$ cat config.mk
export PLATFORM = sky130hd
export DESIGN_NAME = edgeirq_gpio
export DESIGN_NICKNAME = d
export VERILOG_FILES = /design/src/rtl/edgeirq_pkg.sv /design/src/rtl/edgeirq_sync.sv /design/src/rtl/edgeirq_ctrl.sv /design/src/rtl/edgeirq_status.sv /design/src/rtl/edgeirq_gpio.sv
export SDC_FILE = /design/constraint.sdc
export NUM_CORES = 1
export LEC_CHECK = 0
export BUFFER_PORTS_ARGS = -buffer_cell sky130_fd_sc_hd__buf_2
export CORE_UTILIZATION = 35
export DETAILED_ROUTE_END_ITERATION = 12
export RECOVER_POWER = 50
export SLEW_MARGIN = 20
export SYNTH_ARGS = -nofsm -noshare
export SYNTH_HDL_FRONTEND = slang
export SYNTH_HIERARCHICAL = 1
export SYNTH_SLANG_ARGS = --single-unit
export TNS_END_PERCENT = 30
$ cat constraint.sdc
create_clock -name clk -period 3.5 [get_ports clk]
set_input_delay 0.175 -clock clk [delete_from_list [all_inputs] [get_ports clk]]
set_output_delay 0.175 -clock clk [all_outputs]
set_load 0.005 [all_outputs]
$ cat src/rtl/edgeirq_pkg.sv
package edgeirq_pkg;

    localparam int NPINS  = 8;
    localparam int GRP_W  = 4;
    localparam int DATA_W = 16;
    localparam int ADDR_W = 2;
    localparam int IRQ_LSB = 8;

    typedef enum logic [ADDR_W-1:0] {
        SEL_CTRL  = 2'd0,
        SEL_IEN   = 2'd1,
        SEL_ISTAT = 2'd2,
        SEL_NONE  = 2'd3
    } reg_sel_e;

    // Control word layout (bit positions are part of the interface)
    typedef struct packed {
        logic [GRP_W-1:0] lo_fall;  // 15:12 per-pin edge select, pins 0..3
        logic             hi_oe;    // 11
        logic             lo_oe;    // 10
        logic             rsvd;     // 9
        logic             hi_fall;  // 8 shared edge select, pins 4..7
        logic [NPINS-1:0] out_val;  // 7:0
    } ctrl_t;

    function automatic logic [NPINS-1:0] fall_select(ctrl_t c);
        return {{GRP_W{c.hi_fall}}, c.lo_fall};
    endfunction

    function automatic logic [NPINS-1:0] oe_expand(ctrl_t c);
        return {{GRP_W{c.hi_oe}}, {GRP_W{c.lo_oe}}};
    endfunction

endpackage

$ cat src/rtl/edgeirq_sync.sv
module edgeirq_sync
    import edgeirq_pkg::*;
(
    input  logic             clk,
    input  logic             rst,
    input  logic [NPINS-1:0] pin_in,
    input  logic [NPINS-1:0] fall_sel,
    output logic [NPINS-1:0] level,
    output logic [NPINS-1:0] edge_ev
);

    for (genvar i = 0; i < NPINS; i++) begin : g_pin
        logic meta_q, sync_q, prev_q;

        // During reset all stages load the pin, so no edge is seen on release
        always_ff @(posedge clk) begin
            if (rst) begin
                meta_q <= pin_in[i];
                sync_q <= pin_in[i];
                prev_q <= pin_in[i];
            end else begin
                meta_q <= pin_in[i];
                sync_q <= meta_q;
                prev_q <= sync_q;
            end
        end

        assign level[i]   = sync_q;
        assign edge_ev[i] = fall_sel[i] ? (prev_q & ~sync_q) : (sync_q & ~prev_q);
    end

    AST_QUIET_AFTER_RESET: assert property (@(posedge clk)
        rst |=> (edge_ev == '0));

endmodule

$ cat src/rtl/edgeirq_ctrl.sv
module edgeirq_ctrl
    import edgeirq_pkg::*;
(
    input  logic              clk,
    input  logic              rst,
    input  logic              wr_ctrl,
    input  logic [DATA_W-1:0] wdata,
    output ctrl_t             ctrl
);

    ctrl_t ctrl_q;

    always_ff @(posedge clk) begin
        if (rst) begin
            ctrl_q <= '0;
        end else if (wr_ctrl) begin
            ctrl_q      <= ctrl_t'(wdata);
            ctrl_q.rsvd <= 1'b0;
        end
    end

    assign ctrl = ctrl_q;

    AST_RSVD_ZERO: assert property (@(posedge clk) disable iff (rst)
        wr_ctrl |=> (ctrl_q.rsvd == 1'b0));

endmodule

$ cat src/rtl/edgeirq_status.sv
module edgeirq_status
    import edgeirq_pkg::*;
(
    input  logic             clk,
    input  logic             rst,
    input  logic             wr_ien,
    input  logic             wr_clr,
    input  logic [NPINS-1:0] wbits,
    input  logic [NPINS-1:0] edge_ev,
    output logic [NPINS-1:0] ien,
    output logic [NPINS-1:0] istat
);

    logic [NPINS-1:0] clr_mask;
    assign clr_mask = wr_clr ? wbits : '0;

    always_ff @(posedge clk) begin
        if (rst) begin
            ien   <= '0;
            istat <= '0;
        end else begin
            if (wr_ien)
                ien <= wbits;
            // a new edge wins over a clearing write on the same cycle
            istat <= (istat & ~clr_mask) | edge_ev;
        end
    end

    for (genvar i = 0; i < NPINS; i++) begin : g_chk
        AST_STATUS_STICKY: assert property (@(posedge clk) disable iff (rst)
            (istat[i] && !clr_mask[i]) |=> istat[i]);
        AST_NO_SPURIOUS_SET: assert property (@(posedge clk) disable iff (rst)
            (!istat[i] && !edge_ev[i]) |=> !istat[i]);
        AST_EDGE_SETS: assert property (@(posedge clk) disable iff (rst)
            edge_ev[i] |=> istat[i]);
    end

endmodule

$ cat src/rtl/edgeirq_gpio.sv
module edgeirq_gpio
    import edgeirq_pkg::*;
(
    input  logic              clk,
    input  logic              rst,
    input  logic [ADDR_W-1:0] bus_addr,
    input  logic              bus_wr,
    input  logic [DATA_W-1:0] bus_wdata,
    output logic [DATA_W-1:0] bus_rdata,
    input  logic [NPINS-1:0]  pin_in,
    output logic [NPINS-1:0]  pin_out,
    output logic [NPINS-1:0]  pin_oe,
    output logic              irq
);

    reg_sel_e         sel;
    ctrl_t            ctrl;
    logic [NPINS-1:0] level, edge_ev, ien, istat;
    logic             wr_ctrl, wr_ien, wr_clr;

    assign sel     = reg_sel_e'(bus_addr);
    assign wr_ctrl = bus_wr && (sel == SEL_CTRL);
    assign wr_ien  = bus_wr && (sel == SEL_IEN);
    assign wr_clr  = bus_wr && (sel == SEL_ISTAT);

    edgeirq_ctrl u_ctrl (
        .clk     (clk),
        .rst     (rst),
        .wr_ctrl (wr_ctrl),
        .wdata   (bus_wdata),
        .ctrl    (ctrl)
    );

    edgeirq_sync u_sync (
        .clk      (clk),
        .rst      (rst),
        .pin_in   (pin_in),
        .fall_sel (fall_select(ctrl)),
        .level    (level),
        .edge_ev  (edge_ev)
    );

    edgeirq_status u_status (
        .clk     (clk),
        .rst     (rst),
        .wr_ien  (wr_ien),
        .wr_clr  (wr_clr),
        .wbits   (bus_wdata[IRQ_LSB +: NPINS]),
        .edge_ev (edge_ev),
        .ien     (ien),
        .istat   (istat)
    );

    assign pin_out = ctrl.out_val;
    assign pin_oe  = oe_expand(ctrl);
    assign irq     = |(istat & ien);

    always_comb begin
        unique case (sel)
            SEL_CTRL:  bus_rdata = {ctrl[DATA_W-1:NPINS], level};
            SEL_IEN:   bus_rdata = {ien, {NPINS{1'b0}}};
            SEL_ISTAT: bus_rdata = {istat, {NPINS{1'b0}}};
            default:   bus_rdata = '0;
        endcase
    end

    AST_RESET_STATE: assert property (@(posedge clk)
        rst |=> (pin_oe == '0 && !irq));
    AST_OE_FOLLOWS_WRITE: assert property (@(posedge clk) disable iff (rst)
        wr_ctrl |=> (pin_oe[0] == $past(bus_wdata[10]) &&
                     pin_oe[NPINS-1] == $past(bus_wdata[11])));
    AST_IRQ_RAISED: assert property (@(posedge clk) disable iff (rst)
        ((|(edge_ev & ien)) && !wr_ien) |=> irq);

endmodule

==> impl_results.md, run 1 <==
* Dominant register cell in the synthesized netlist: dfxtp_1
* Overall routing resource usage at 0.142
* Share of synthesized cell area in full adder, half adder and majority cells at 0
* Number of global-route vias before repair at 1672
* Mapped Area at 2370 µm²
* Share of the synthesized area in compound gates (AO/OA/AOI/OAI) at 0.132
* Multi-input gate area in the final layout at 950 µm²
* Quantity of gates resized following cts at 0
* Yosys synthesis warning count at 6
* Proportion of layout cells with a drive suffix above 1 at 0.219
* Endpoint required time on the critical path at 3600 ps
* Setup-violating endpoint count in the final report at 0
* Maximum capacitance violations at 1
* RSZ-0062 raised after global routing: false
* Minimum setup slack among reg-to-reg paths at 2200 ps
* Number of unique standard cell types used by synthesis at 23
* Violations in the final reports: design-rule violations, max-capacitance violations, max-slew violations
* Via density per instance at 4.77
* Slew at the pin closest to its max-slew limit at 2240 ps
* Remaining routing DRC violations at 8
* Die W at 84.2 µm
* Number of filler instances in the final layout at 658
* Combinational family with the most area after synthesis: simple AND/OR/NAND/NOR gates
* Arrival time reported for the critical path endpoint at 2040 ps
* First-pass detailed-route iteration total at 8
* Area share of the largest cell type after synthesis at 0.465
* Power, Total at 1.27 mW
* Number of buffers inserted during clock tree synthesis at 5
* Top-level port count at 62
* Static leakage at 1.21 nW
* Pin count of the biggest net entering global routing at 56
* Net count of the mapped netlist at 281
* Synthesis-to-layout area growth at 15.4%
* Ratio of total power to cell area at 463 nW/µm²
* Worst flop-to-flop path startpoint: u_ctrl/ctrl[8]
* Height of the chip at 84.2 µm
* Detailed Route Iter0 Violations at 109
* Placement row count at 29
* Fraction of the cycle the final worst path needs at 0.553
* Number of buffer and inverter instances along the worst setup path at 1
* Slowest stage delay, CP at 1560 ps
* Simple-gate share of the synthesized area at 0.137
* Start-to-end type of the worst setup path: in -> reg
* Leading cell types in the layout, fill and taps excluded: buf_2, dfxtp_1, nor2_1, mux2i_1, inv_1
* Clock sink count at 55
* Clock insertion delay at the later pin of the skew report at 300 ps
* Cell family with the largest share of critical-path delay: buffers and inverters
* Slowest library cell on the worst path: clkbuf_1
* Setup TNS after final layout at 0 ps
* Slew HR at -0.492
* Endpoint of the most critical setup path: u_sync/g_pin[4].sync_q
* Wire length of the first global-routing pass at 7910 µm
* Most area-hungry cell type in the Yosys netlist: dfxtp_1
* Post-Route Hold Slack at 72.4 ps
* Class of the tightest hold or removal check: in -> reg
* Async set-or-reset flop fraction in the synthesized netlist at 0
* Stages on the worst setup path at 2
* Post-synthesis share of cell area spent on xor and xnor gates at 0
* Post-Syn Instances at 252
* Root cell of the clock tree: clkbuf_8
* Final number of hold-violating endpoints at 0
* Biggest area contributors in the synthesized netlist: dfxtp_1, mux2i_1, buf_4
* Critical Path Fanout Max at 55
* Chain of cells forming the critical path: clkbuf_1 > o21ai_0
* Core area at 6420 µm²
* Overflow after GRT at 0
* Yosys reg bits at 55
* Maximum clock path buffer count at 2
* Final-report max-slew violation count at 56
* Run status: finished with violations
* Htree depth at 2
* Capturing element type of the critical path: register
* First element of the critical path: rst
* Multiplexer share of the synthesized area at 0.131
* Die area at 7100 µm²
* Clock-pin slew on the worst setup and hold paths at 100 ps
* Maximum achievable frequency at 517 MHz
* Clock tree from TritonCTS: yes
* Global placer's final weighted congestion at 0.747
* Detail Placement HPWL at 3390 µm
* Total number of vias at 1806
* Seq/Total Area, Yosys at 0.465
* Antenna violations before repair at 0
* Average detailed-routed wire length per instance at 12.9 µm
* Worst clock skew at 6.43 ps
* Crit start category: input pin
* Number of antenna cells inserted at 0
* Detailed Route WL at 4880 µm
* Storage element area at 1100 µm²
* Initial standard-cell utilization of the core at 0.369
* Largest vdd supply drop at 0.000242 V
* Minimum clock period at 1940 ps
* Post-route antenna net violation count at 0
* Avg Cell Area, Syn at 9.39 µm²
* Number of synthesized flops with an enable pin at 0
* FF-to-FF End: u_status/istat[4]
* Port bufs at 61
* Worst Reg-to-Reg Cells at 4
* NumNets Final at 330
## worst reg2reg max path, stage by stage, from the launching register on
cell and delay, ps:
dfxtp_1 520, nand2_1 90, o22ai_1 240, inv_1 70
a311oi_1 270
## how the worst min path moves through the flow
stage                       start                     end  slack, ps  cells after the start
finish               bus_wdata[9]       u_status/istat[1]         70                      2
detailed placement      pin_in[7]  u_sync/g_pin[7].meta_q        290                      1
global placement        pin_in[2]  u_sync/g_pin[2].meta_q        290                      1
global route        bus_wdata[11]       u_status/istat[3]         80                      2
CTS                  bus_wdata[9]       u_status/istat[1]         70                      2
floorplan               pin_in[0]  u_sync/g_pin[0].meta_q        200                      0
## logic make-up (layout without fill, tap and decap cells)
kind of cell | Yosys count | in the layout
and+or+nand+nor | 70 | 70
DFF | 55 | 55
buffers and inverters | 51 | 101
AOI/OAI and AO/OA | 44 | 44
muxes | 31 | 31
other | 1 | 1
## where the power goes
part | switching, mW | internal, mW | total, mW | leakage (nW)
clock network | 0.213 | 0.217 | 0.430 | 0.0587
logic | 0.0748 | 0.0700 | 0.145 | 0.692
registers | 0.0262 | 0.664 | 0.691 | 0.456
total | 0.314 | 0.952 | 1.27 | 1.21
## per-stage QoR
step | instances | cell area [µm²] | worst slack [ps] | utilization
after floorplan | 252 | 2370 | 2270 | -
after global placement | 363 | 2540 | 1510 | 0.396
after detailed placement | 363 | 2540 | 1490 | 0.396
after CTS | 379 | 2740 | 1810 | 0.426
after global routing | 379 | 2730 | 1250 | 0.425
final | 379 | 2730 | 1560 | 0.425
## what timing repair did
action | CTS | global route
hold endpoints to repair | 8 | 0
hold buffers | 8 | 0
setup buffers | 0 | 0
## sequential cells by signal, indices dropped and copies added (netlist names)
| signal | count |
|---|---|
| u_sync/g_pin.meta_q | 8 |
| u_ctrl/ctrl | 15 |
| u_sync/g_pin.sync_q | 8 |
| u_status/istat | 8 |
| u_sync/g_pin.prev_q | 8 |
| u_status/ien | 8 |
## synth_stat cells, drive strengths merged, types with 4 or more instances
| cell | instances |
|---|---|
| inv | 24 |
| and2 | 10 |
| nor2 | 33 |
| buf | 26 |
| nand2 | 16 |
| o22ai | 7 |
| o21ai | 17 |
| mux2i | 31 |
| o2bb2ai | 8 |
| dfxtp | 55 |
| a311oi | 8 |
| a22oi | 4 |
| nand2b | 8 |
## layer usage
| metal | routed length (µm) | GRT usage |
|---|---|---|
| met5 | 0 | 0 |
| met4 | 49 | 0.0502 |
| met3 | 216 | 0.0315 |
| met2 | 2220 | 0.235 |
| met1 | 2400 | 0.183 |
## area by class of cell
| type | instances | area share |
|---|---|---|
| clock buffers | 5 | 0.0252 |
| well taps | 77 | 0.0353 |
| flip-flops and latches | 55 | 0.403 |
| multi-input cells | 146 | 0.348 |
| clock inverters | 3 | 0.0174 |
| repair buffers | 69 | 0.138 |
| inverters | 24 | 0.0330 |
(Power assumes the default switching activity.)
==> inputs of run 2 (changes only) <==
==> constraint.sdc (replaced) <==
create_clock -name clk -period 2 [get_ports clk]
set_input_delay 0.1 -clock clk [delete_from_list [all_inputs] [get_ports clk]]
set_output_delay 0.1 -clock clk [all_outputs]
set_load 0.005 [all_outputs]
==> run 2 against run 1 <==
Compared with the run above: the flow finishes with violations (design-rule violations); flip-flop and latch count is the same; register-to-register slack worse by 1500 ps; worst setup slack got worse by 1100 ps; cell count is 2.1% higher; combinational power grew 80%.
==> impl_results.md, run 2 (synthesis results as in run 1) <==
* Run status: finished with violations
* Violations in the final reports: design-rule violations
* Maximum clock path buffer count at 2
* Top-level port count at 62
* Clock insertion delay at the later pin of the skew report at 310 ps
* Setup TNS after final layout at 0 ps
* Initial standard-cell utilization of the core at 0.369
* FF-to-FF End: u_status/istat[4]
* Detail Placement HPWL at 3460 µm
* Endpoint required time on the critical path at 2190 ps
* Arrival time reported for the critical path endpoint at 1670 ps
* Wire length of the first global-routing pass at 8150 µm
* Overall routing resource usage at 0.146
* Height of the chip at 84.2 µm
* Port bufs at 61
* Largest register FFs at 15
* Setup-violating endpoint count in the final report at 0
* Largest vdd supply drop at 0.000394 V
* Static leakage at 1.24 nW
* Leading cell types in the layout, fill and taps excluded: dfxtp_1, buf_2, nor2_1, mux2i_1, inv_1
* Final number of hold-violating endpoints at 0
* Fraction of the cycle the final worst path needs at 0.744
* Htree depth at 2
* Final instance area at 2800 µm²
* Die W at 84.2 µm
* Maximum achievable frequency at 672 MHz
* Synthesis-to-layout area growth at 18.1%
* Final-report max-slew violation count at 0
* Hold buffer count at cts at 11
* Class of the tightest hold or removal check: in -> reg
* Total number of vias at 1819
* Clock-pin slew on the worst setup and hold paths at 100 ps
* Leading cell type in the layout, fill and taps excluded: dfxtp_1
* Proportion of layout cells with a drive suffix above 1 at 0.219
* Root cell of the clock tree: clkbuf_8
* Start-to-end type of the worst setup path: in -> reg
* Number of buffers inserted during clock tree synthesis at 5
* Average detailed-routed wire length per instance at 12.5 µm
* NumNets Final at 338
* Ratio of total power to cell area at 807 nW/µm²
* Slew HR at 0.115
* Detailed Route Iter0 Violations at 91
* Placement row count at 29
* Min-Delay Path Depth at 2
* Post-placement cell area at 2580 µm²
* Worst clock skew at 5.88 ps
* Core area at 6420 µm²
* Number of global-route vias before repair at 1727
* First-pass detailed-route iteration total at 8
* Capturing element type of the critical path: register
* Die area at 7100 µm²
* Post-route antenna net violation count at 0
* Slew at the pin closest to its max-slew limit at 1330 ps
* Worst hold start: bus_wdata[11]
* Critical Path Fanout Max at 34
* Detailed Route WL at 4840 µm
* Post-CTS Setup Inserts at 0
* Number of antenna cells inserted at 0
* Via density per instance at 4.70
* RSZ-0062 raised after global routing: false
* Clock tree from TritonCTS: yes
* Crit start category: input pin
* Clock sink count at 55
* Quantity of gates resized following cts at 0
* Overflow after GRT at 0
* Maximum capacitance violations at 0
* Sink of the worst hold path: u_status/istat[3]
* Global placer's final weighted congestion at 0.773
* Antenna violations before repair at 0
* Minimum setup slack among reg-to-reg paths at 700 ps
* Worst flop-to-flop path startpoint: u_ctrl/ctrl[8]
* Remaining routing DRC violations at 8
* Worst Reg-to-Reg Cells at 4
* Pin count of the biggest net entering global routing at 35
* Minimum clock period at 1490 ps
* Number of filler instances in the final layout at 650
run 2: cell count changes in the layout (fill, tap and decap cells not counted):
cell | before | now
and2_0 | 4 | 0
and2_1 | 6 | 10
buf_2 | 55 | 53
buf_4 | 0 | 3
clkbuf_1 | 6 | 9
clkbuf_2 | 0 | 1
clkbuf_8 | 5 | 6
clkinv_4 | 1 | 0
dlygate4sd3_1 | 8 | 11
run 2: area by class of cell:
cell class                      count  area [µm²]  area share
Timing Repair Buffer               77         437       0.156
Tap cell                           77        96.3      0.0345
Multi-Input combinational cell    146         950       0.340
Inverter                           24        90.1      0.0322
Sequential cell                    55        1100       0.394
Clock buffer                        6        82.6      0.0295
Clock inverter                      2        38.8      0.0139
run 2: worst max path at each step:
stage                                        end  slack [ps]           start
after floorplan                   u_ctrl/ctrl[0]         840     bus_addr[0]
after global placement           u_ctrl/ctrl[11]         460     bus_addr[1]
after detailed placement          u_ctrl/ctrl[8]         400     bus_addr[1]
after CTS                           bus_rdata[8]         550  u_ctrl/ctrl[8]
after global routing      u_sync/g_pin[3].sync_q         310             rst
final                            u_status/ien[2]         510             rst
run 2: report_power, final:
part	switching (mW)	internal, mW
clock network	0.373	0.412
registers	0.0464	1.16
logic	0.132	0.130
total	0.551	1.70
run 2: worst max-delay path, stage by stage:
cell and delay [ps]:
clkbuf_1 950, clkbuf_1 510, nor2_1 110
run 2: through the flow:
step	cells	hold slack [ps]	setup WS, ps	utilization	power, mW
floorplan	252	128	844	-	1.41
global placement	368	217	458	0.402	1.48
detailed placement	368	219	402	0.402	1.48
CTS	387	4.86	553	0.438	2.28
global route	387	14.7	309	0.435	2.36
finish	387	13.5	512	0.435	2.26
run 2: per-layer routing:
| layer | up-vias | GRT usage | routed length (µm) |
|---|---|---|---|
| met5 | - | 0 | 0 |
| met4 | 0 | 0.0611 | 74 |
| met3 | 7 | 0.0265 | 223 |
| met2 | 52 | 0.231 | 2090 |
| met1 | 818 | 0.195 | 2450 |
| li1 | 942 | - | - |
==> inputs of run 3 (changes only) <==
--- a/config.mk
+++ b/config.mk
@@ -5,6 +5,7 @@
 export SDC_FILE = /design/constraint.sdc
 export NUM_CORES = 1
 export LEC_CHECK = 0
+export ABC_AREA = 1
 export BUFFER_PORTS_ARGS = -buffer_cell sky130_fd_sc_hd__buf_2
 export CORE_UTILIZATION = 35
 export DETAILED_ROUTE_END_ITERATION = 12
==> constraint.sdc (replaced) <==
create_clock -name clk -period 1.5 [get_ports clk]
set_input_delay 0.075 -clock clk [delete_from_list [all_inputs] [get_ports clk]]
set_output_delay 0.075 -clock clk [all_outputs]
set_load 0.005 [all_outputs]
==> run 3 against run 2 <==
Compared with the run above: highest routed layer unchanged; the flow now finishes without violations; global-route usage up 0.28 points; combinational power up 51%; critical endpoint is now bus_rdata[8]; via count up 20%; power up 34%; largest cell class unchanged.
==> impl_results.md, run 3 <==
* NumNets Final at 450
* Share of the synthesized area in compound gates (AO/OA/AOI/OAI) at 0.0768
* Global route hottest layer: met2
* Overall routing resource usage at 0.149
* Clock network power share at 0.334
* Maximum achievable frequency at 778 MHz
* Number of antenna cells inserted at 0
* Die W at 87.8 µm
* Start-to-end type of the worst setup path: reg -> out
* Via density per instance at 4.22
* Stages on the worst setup path at 3
* Number of unique standard cell types used by synthesis at 18
* Number of buffer and inverter instances along the worst setup path at 1
* Ratio of total power to cell area at 1010 nW/µm²
* M1 GR Usage at 0.214
* Final-report max-slew violation count at 0
* Die area at 7700 µm²
* Maximum clock path buffer count at 2
* Overflow after GRT at 0
* Met2 global-route usage at 0.226
* Minimum setup slack among reg-to-reg paths at 460 ps
* Slew HR at 0.623
* Count leader, synth: nand2_1
* Area share of the largest cell type after synthesis at 0.428
* Detailed Route WL at 5390 µm
* Storage element area at 1100 µm²
* Most area-hungry cell type in the Yosys netlist: dfxtp_1
* Proportion of layout cells with a drive suffix above 1 at 0.204
* Number of buffers inserted during clock tree synthesis at 5
* Async set-or-reset flop fraction in the synthesized netlist at 0
* Worst Reg-to-Reg Cells at 4
* Post-Syn Instances at 367
* Clock-pin slew on the worst setup and hold paths at 100 ps
* Multi-input gate area in the final layout at 968 µm²
* Hold buffer count at cts at 8
* Worst flop-to-flop path startpoint: u_ctrl/ctrl[8]
* Chain of cells forming the critical path: nand2_1 > nand3_1 > buf_2
* Net count of the mapped netlist at 396
* Pin count of the biggest net entering global routing at 31
* Setup-violating endpoint count in the final report at 0
* Maximum capacitance violations at 0
* Proportion of total power due to net switching at 0.252
* Leading cell types in the layout, fill and taps excluded: nand2_1, inv_1, dfxtp_1, buf_2, nand3_1
* Critical Path Fanout Max at 10
* Antenna violations before repair at 0
* Fraction of the cycle the final worst path needs at 0.857
* Core area at 6940 µm²
* Leading cell type in the layout, fill and taps excluded: nand2_1
* Clock tree from TritonCTS: yes
* Combinational power share at 0.130
* Yosys synthesis warning count at 6
* Top cell types by occurrence after synthesis: nand2_1, inv_1, dfxtp_1, nand3_1, nor2_1
* Met3 usage at 0.0320
* Post-route antenna net violation count at 0
* Simple-gate share of the synthesized area at 0.297
* Number of filler instances in the final layout at 769
* Crit start category: register
* Post-CTS Setup Inserts at 0
* Average detailed-routed wire length per instance at 10.4 µm
* Slowest library cell on the worst path: dfxtp_1
* Detailed Route Iter0 Violations at 129
* Wire length of the first global-routing pass at 8860 µm
* Post-synthesis share of cell area spent on xor and xnor gates at 0
* Total number of vias at 2187
* Global placer's final weighted congestion at 0.908
* Share of synthesized cell area in full adder, half adder and majority cells at 0
* Run status: completed
* Mapped Area at 2570 µm²
* Dominant register cell in the synthesized netlist: dfxtp_1
* Endpoint required time on the critical path at 1420 ps
* Arrival time reported for the critical path endpoint at 1210 ps
* Clock sink count at 55
* Fraction of power consumed by sequential logic at 0.536
* Final number of hold-violating endpoints at 0
* Final instance area at 3000 µm²
* Port bufs at 61
* Yosys reg bits at 55
* Slew at the pin closest to its max-slew limit at 562 ps
* FF-to-FF End: u_status/istat[7]
* Combinational family with the most area after synthesis: simple AND/OR/NAND/NOR gates
* Seq/Total Area, Yosys at 0.428
* First-pass detailed-route iteration total at 4
* Height of the chip at 87.8 µm
* Htree depth at 2
* Remaining routing DRC violations at 0
* Biggest area contributors in the synthesized netlist: dfxtp_1, nand2_1, inv_1
* Cell family with the largest share of critical-path delay: flip-flops
* Utilization after layout at 0.432
* Initial standard-cell utilization of the core at 0.371
* First element of the critical path: u_ctrl/ctrl[8]
* Endpoint of the most critical setup path: bus_rdata[8]
* Slowest stage delay, CP at 600 ps
* Class of the tightest hold or removal check: in -> reg
* Largest register FFs at 15
* Number of global-route vias before repair at 1873
* Number of synthesized flops with an enable pin at 0
* Post-placement cell area at 2830 µm²
* Detail Placement HPWL at 4020 µm
* Capturing element type of the critical path: primary output
* Clock insertion delay at the later pin of the skew report at 300 ps
* Synthesis-to-layout area growth at 16.6%
* Placement row count at 30
* Quantity of gates resized following cts at 0
* Setup TNS after final layout at 0 ps
* Minimum clock period at 1290 ps
* Largest vdd supply drop at 0.000401 V
* Internal Power at 2.27 mW
* Worst clock skew at 3.30 ps
* Top-level port count at 62
* Net Switching at 764 µW
* RSZ-0062 raised after global routing: false
* Static leakage at 1.52 nW
* Multiplexer share of the synthesized area at 0
* Root cell of the clock tree: clkbuf_8
* Avg Cell Area, Syn at 7.02 µm²
-- run 3: cell types whose count changed in the layout (fill, tap and decap cells not counted), moves of 8 or more --
cell       before  now
nand3_1         0   40
o2bb2ai_1       8    0
a21oi_2         0   10
mux2i_1        31    0
inv_1          24   65
and2_1         10    0
nand2_1        16   99
nand2b_1        8    0
-- run 3: power groups by stage --
stage | combinational (mW) | clock [mW] | sequential [mW]
2_1_floorplan | 0.296 | 0 | 1.64
6_report | 0.393 | 1.01 | 1.63
3_3_place_gp | 0.383 | 0 | 1.66
5_1_grt | 0.456 | 1.11 | 1.64
4_1_cts | 0.407 | 1.05 | 1.63
3_5_place_dp | 0.390 | 0 | 1.66
-- run 3: kinds of logic (layout without fill, tap and decap cells) --
group	after synthesis	count (layout)
AND/OR/NAND/NOR	183	183
buffers and inverters	96	151
flip-flops	55	55
AO/OA/AOI/OAI	32	32
other	1	1
-- run 3: cell type report --
class | instances | area share
sequential | 55 | 0.367
clock inverter | 2 | 0.0117
timing repair buffer | 74 | 0.140
tap | 96 | 0.0400
clock buffer | 6 | 0.0275
multi-input combinational | 216 | 0.323
inverter | 69 | 0.0913
-- run 3: stage by stage --
stage / hold WS (ps) / setup slack (ps) / power (mW) / cells
after floorplan: 103 / 515 / 1.94 / 367
after global placement: 193 / 206 / 2.04 / 502
after detailed placement: 194 / 200 / 2.05 / 502
after CTS: 39.0 / 191 / 3.08 / 518
after global routing: 38.7 / 62.6 / 3.21 / 518
final: 46.7 / 214 / 3.03 / 518
-- run 3: metal layers --
metal	share of wire	vias to the layer above
met5	0	-
met1	0.52	936
met2	0.43	55
met3	0.042	5
met4	0.011	0
li1	-	1191
-- run 3: worst min-delay path by stage --
stage,startpoint,endpoint,slack [ps],depth (start not counted)
floorplan,pin_in[0],u_sync/g_pin[0].meta_q,100,0
global placement,pin_in[4],u_sync/g_pin[4].meta_q,190,1
detailed placement,pin_in[6],u_sync/g_pin[6].meta_q,190,1
CTS,bus_wdata[5],u_ctrl/ctrl[5],40,5
global route,bus_wdata[12],u_status/ien[4],40,3
finish,bus_wdata[12],u_status/ien[4],50,3
-- run 3: worst register-to-register path, delay by kind of cell, from the launching register on --
family / cells / cell delay, ps
simple gates: 2 / 220
flops: 1 / 600
buf+inv: 1 / 40
compound gates: 1 / 120
